==> src/rtl/hdlc_rx_fifo.sv <==
module hdlc_rx_fifo #(
  parameter int DEPTH     = 19,
  parameter int HIGH_MARK = 15
) (
  input  logic       clk,
  input  logic       rst_n,
  input  logic       quad_mode,
  input  logic       ser_fall,
  input  logic       push,
  input  logic [7:0] push_data,
  input  logic [1:0] push_tag,
  input  logic       pop,
  output logic [7:0] rd_data,
  output logic [7:0] status,
  output logic       overflow,
  input  logic       ovf_clr
);
  localparam int PW = $clog2(DEPTH);
  localparam int CW = $clog2(DEPTH + 1);

  logic [9:0]    mem [DEPTH];
  logic [PW-1:0] wp, rp;
  logic [CW-1:0] cnt;
  logic [2:0]    wait_cnt;
  logic [1:0]    band;

  wire empty   = (cnt == '0);
  wire full    = (cnt == CW'(DEPTH));
  wire do_push = push && !full;
  wire do_pop  = pop && !empty;
  wire access  = do_push || do_pop;

  function automatic logic [1:0] band_of(input logic [CW-1:0] c);
    if (c == '0)                    return 2'b00;
    else if (c == CW'(DEPTH))       return 2'b10;
    else if (c >= CW'(HIGH_MARK))   return 2'b11;
    else                            return 2'b01;
  endfunction

  function automatic logic [PW-1:0] nxt(input logic [PW-1:0] p);
    return (p == PW'(DEPTH - 1)) ? '0 : p + 1'b1;
  endfunction

  always_ff @(posedge clk)
    if (do_push) mem[wp] <= {push_tag, push_data};

  always_ff @(posedge clk) begin
    if (!rst_n) begin
      wp       <= '0;
      rp       <= '0;
      cnt      <= '0;
      wait_cnt <= '0;
      band     <= 2'b00;
      overflow <= 1'b0;
    end else begin
      if (do_push) wp <= nxt(wp);
      if (do_pop)  rp <= nxt(rp);
      case ({do_push, do_pop})
        2'b10:   cnt <= cnt + 1'b1;
        2'b01:   cnt <= cnt - 1'b1;
        default: cnt <= cnt;
      endcase
      if (access)
        wait_cnt <= quad_mode ? 3'd4 : 3'd2;
      else if (ser_fall && wait_cnt != '0)
        wait_cnt <= wait_cnt - 1'b1;
      if (!access && ser_fall && wait_cnt == 3'd1)
        band <= band_of(cnt);
      if (push && full)
        overflow <= 1'b1;
      else if (ovf_clr)
        overflow <= 1'b0;
    end
  end

  wire [9:0] head = mem[rp];
  assign rd_data = empty ? 8'h00 : head[7:0];
  assign status  = {(empty ? 2'b00 : head[9:8]), band, 4'b0000};

  p_count_bound_r4: assert property (@(posedge clk) disable iff (!rst_n)
    cnt <= CW'(DEPTH));
  p_band_hold_r5: assert property (@(posedge clk) disable iff (!rst_n)
    access |=> $stable(band));
  p_band_needs_edge_r5: assert property (@(posedge clk) disable iff (!rst_n)
    !$stable(band) |-> $past(ser_fall));
  p_overflow_sticky_r7: assert property (@(posedge clk) disable iff (!rst_n)
    (overflow && !ovf_clr) |=> overflow);
  p_drop_full_r7: assert property (@(posedge clk) disable iff (!rst_n)
    (push && full && !pop) |=> (full && overflow));
  p_empty_pop_r8: assert property (@(posedge clk) disable iff (!rst_n)
    (pop && empty && !push) |=> (empty && $stable(band)));
endmodule

==> config.mk <==
export PLATFORM = sky130hd
export DESIGN_NAME = hdlc_rx_fifo
export DESIGN_NICKNAME = d
export VERILOG_FILES = /design/src/rtl/hdlc_rx_fifo.sv
export SDC_FILE = /design/constraint.sdc
export NUM_CORES = 1
export LEC_CHECK = 0
export BUFFER_PORTS_ARGS = -buffer_cell sky130_fd_sc_hd__buf_2
export CAP_MARGIN = 25
export CORE_ASPECT_RATIO = 0.8
export CORE_MARGIN = 2
export CORE_UTILIZATION = 50
export CTS_CLUSTER_DIAMETER = 100
export DETAILED_ROUTE_END_ITERATION = 16
export HOLD_SLACK_MARGIN = 0.02
export PLACE_DENSITY = 0.68
export SYNTH_ARGS = -nofsm -noshare
export SYNTH_HDL_FRONTEND = slang
export SYNTH_SLANG_ARGS = --single-unit
==> constraint.sdc <==
create_clock -name clk -period 7.9 [get_ports clk]
set_input_delay 1.58 -clock clk [delete_from_list [all_inputs] [get_ports clk]]
set_output_delay 1.58 -clock clk [all_outputs]
set_load 0.01 [all_outputs]
# Word-level counts from Yosys, hierarchy flattened
# Memories as Yosys holds them, arrays and structs flattened. A register that Yosys moved wholly into a read port is not among the register bits.
# Index checks and enable logic that the tools add are counted.
# word_totals
register_bits	21
ram_bits	190
input_bits	17
wordCells	51
memories	1
# memory_table
name	words	width	rd	rd_ports_with_merged_regs	wr	line	rtl
mem	19	10	1	1	1	21	logic [9:0] mem [DEPTH];
# op_classes
add_sub_neg	5
magnitude_cmp	1
n_eq_ne	6
muxes	17
reduce_logical	15
# op_table
op	n
$mux 5	4
$add 5x1->5 const B	3
$eq 5x5->1 const B	3
$pmux 5 s2	1
$mux 3	3
$mux 2	4
$mux 8	1
$logic_and 1x1->1	6
$reduce_bool 2->1	3
$ge 5x4->1 const B	1
$logic_not 5->1	1
$sub 5x1->5 const B	1
$mux 1	4
$eq 3x1->1 const B	1
$logic_not 1->1	3
$reduce_bool 3->1	1
$sub 3x1->3 const B	1
$eq 2x1->1 const B	1
$eq 2x2->1 const B	1
$logic_or 1x1->1	1

# Logic depth before layout (Yosys ltp)
# depth
ltp_word	7
mapped_depth	14
ltp_nobuf	12

# Worst setup path before layout
# OpenSTA, ideal clock, no wires.
# synth_path
path_type	input -> register
startpoint	input push
endpoint	register cnt[4]
setup_time_ns	0.072
arrival_time_ns	3.333
t_required_ns	7.828
slack_ns	4.495
stages	12
path_buffers	2
cell_sequence	o21a_1 > buf_2 > inv_2 > ha_1 > clkbuf_1 > xor2_1 > ha_1 > a21boi_0 > a311o_1 > nand3_1 > mux2i_1 > mux2i_1
# synth_via
elab_chain_len	3
word_cells_on_any_way	5
cone_classes	eq/ne (2); mux (1); reduce/logical (2)
# synth_rtl
item	line	rtl
from (decl)	9	input logic push,
$logic_and 1x1->1 (*)	29	wire do_push = push && !full;
$eq 2x1->1 or $eq 2x2->1 (tied branches)	58	case ({do_push, do_pop})
$pmux 5 s2 or $reduce_bool 2->1 (tied branches)	--	
to (signal assigned)	59	2'b10: cnt <= cnt + 1'b1;
to (signal assigned)	60	2'b01: cnt <= cnt - 1'b1;
to (signal assigned)	61	default: cnt <= cnt;
to (decl)	23	logic [CW-1:0] cnt;
# Every way passes the cells marked *; elsewhere a longest branch is shown, timed or not.
# A chain may end at the register's enable or synchronous reset.

==> impl_metrics.yaml <==
finish:
  most-common-layout-cells: "edfxtp_1 (190), nor2_1 (57), buf_2 (29)"
  layout_commonest_cell: "edfxtp_1"
  drive_gt1_share_pct: 22.7
  fin_util_pct: 58.2
  nNetsFinal: 591
  diodes: 0
  area_growth_syn_to_layout_pct: 13.7
power_and_ir_drop:
  powerDensity_nw_per_um2: 278
  p_leak_nw: 3.36
  vdd_drop_max_mv: 0.161
floorplanning:
  die-area_um2: 18800
  fp.dieW_um: 153
  start_util_pct: 51.2
  dieHeight_um: 123
  io_pins: 34
  core_region_area_um2: 17300
  row_count: 43
grt:
  grt_pass1_vias: 4531
  antenna_found_initial: 0
  grt_max_degree: 41
  grt.total_usage_pct: 19.0
  grt-ovfl-total: 0
  grt_pass1_wl_mm: 26.6
yosys:
  syn-cell-area_um2: 8860
  syn_avg_cell_area_um2: 17.2
  synth.top_cell.area_share_pct: 64.4
  ys_ff_latch: 216
  ys_warn_count: 0
  synth_largest_area_cell: "edfxtp_1"
  ys.flop_type: "edfxtp_1"
  synthCells: 515
  ys_seq_area_share_pct: 70.3
  synth_cell_types: 47
  async_flop_share_pct: 0
  ys_top_cells_by_area: "edfxtp_1 (64%), mux4_2 (6.9%), dfxtp_1 (5.9%)"
  synth-edff-count: 190
placed_design:
  io_buffers: 29
  gp_congestion: 0.812
  hpwl_mm: 11.2
route:
  first_pass_iters: 5
  vias_per_cell: 5.73
  drc: 0
  routedWlPerCell_um: 21.9
  antenna_left: 0
  drtIter0Drc: 426
  routed_wirelength_mm: 17.6
  via_count: 4592
setup_path:
  crit_required_ps: 6320
  crit_arrival_ps: 3000
  cp-end-kind: "output port"
  crit_path_start_kind: "flop"
  crit_fanout: 40
  critical_path_class: "reg -> out"
clocking:
  h-tree-depth: 1
  path_clk_slew_ps: 60
  cts_buffer_depth: 3
  clock_sinks: 216
  hold_buffers: 0
  root_buffer: "clkbuf_16"
  cts_resized: 0
  cts_tree: "yes"
  cts_made_buffers: 22
  cts_setup_buffers: 0
  clk_latency_ps: 500
timing:
  max_freq_mhz: 219
  rsz0062_at_grt: "false"
  period_needed_ps: 4580
  finalHoldViolations: 0
  slew_headroom_pct: 30.8
  tightest_slew_ps: 1030
  finalSetupTns_ps: 0
  maxSlewViolCount: 0
  setup-violations-final: 0
  finalCritPeriodShare_pct: 57.9
  skew_ps: 9.63
flow_run:
  cap_violations: 0
status:
  status: "finished, final reports clean"
hold_path:
  hold_path.class: "reg -> reg"
==> area by class of cell <==
type | count | area (um2)
clock buffer | 32 | 649
clock inverter | 8 | 92.6
fill | 1289 | 7240
inverter | 10 | 37.5
multi-input combinational | 261 | 2440
sequential | 216 | 6230
tap | 225 | 282
timing repair buffer | 50 | 345
==> per-stage QoR <==
step	instance area, um2	setup slack [ps]	cells	hold slack, ps	total power, mW
global route	10100	3100	802	544	2.92
global placement	9180	3760	746	487	1.77
CTS	10000	3260	796	512	2.82
detailed placement	9270	3780	756	497	1.78
floorplan	8870	4490	518	479	1.63
finish	10100	3320	802	514	2.80
==> cells in the mapped netlist, types with 2 or more instances <==
master / count
and2_1: 4
a211oi_1: 18
nand3_1: 2
buf_4: 6
nand2_1: 16
dfxtp_1: 26
mux4_2: 27
a211oi_2: 2
nor2_1: 57
nand4_1: 7
a21boi_0: 2
mux2_2: 10
inv_1: 8
mux2i_1: 24
and3_1: 2
xor2_1: 9
edfxtp_1: 190
o211ai_1: 2
inv_2: 2
nand2b_1: 6
buf_2: 4
nand3b_1: 4
xnor2_1: 3
clkbuf_1: 14
buf_1: 4
mux4_1: 13
o21ai_0: 2
a21oi_1: 13
buf_6: 3
ha_1: 13
nor2b_1: 6
==> registers in the layout, summed over array words and instances (netlist names), named ones only <==
name and flops:
band 2, cnt 5, mem 190, overflow 1, rp 5, wait_cnt 3
wp 5
==> worst paths after layout <==
| path | startpoint | to | slack (ps) | depth (start not counted) |
|---|---|---|---|---|
| min reg2reg | band[0] | band[0] | 510 | 2 |
| min | band[0] | band[0] | 510 | 2 |
| max | flop | rd_data[4] | 3320 | 6 |
| max reg2reg | cnt[2] | cnt[4] | 4850 | 13 |
==> kinds of logic (layout without fill, tap and decap cells) <==
group,count (synthesis),in the layout,share of synthesized area (%)
AOI/OAI and AO/OA,48,48,3.81
xor gates and xnor gates,12,12,1.19
DFF,216,216,70.3
adders and majority gates,13,13,1.84
buffers and inverters,41,100,2.30
muxes,74,74,14.7
and+or+nand+nor,110,110,5.87
other,1,4,0.0423
==> where the power goes <==
| part | internal (mW) | switching (mW) |
|---|---|---|
| combinational | 0.185 | 0.239 |
| clock | 0.636 | 0.404 |
| sequential | 1.27 | 0.0655 |
| total | 2.09 | 0.709 |
==> layer usage <==
layer	wire, um	GRT usage (%)	part of all wire, %	up-vias
met3	1280	3.54	7.3	23
met5	0	0	0	-
met4	367	5.15	2.1	0
met2	8100	30.5	46	150
li1	-	-	-	2097
met1	7840	27.2	45	2322
==> critical path, cell delays in order (launching register included) <==
cell and delay [ps]:
dfxtp_2 310, buf_4 580, mux4_2 580, mux2_2 280, a211oi_1 450, a211oi_1 90
buf_2 190
No activity file was read; power rests on OpenSTA's default activity.
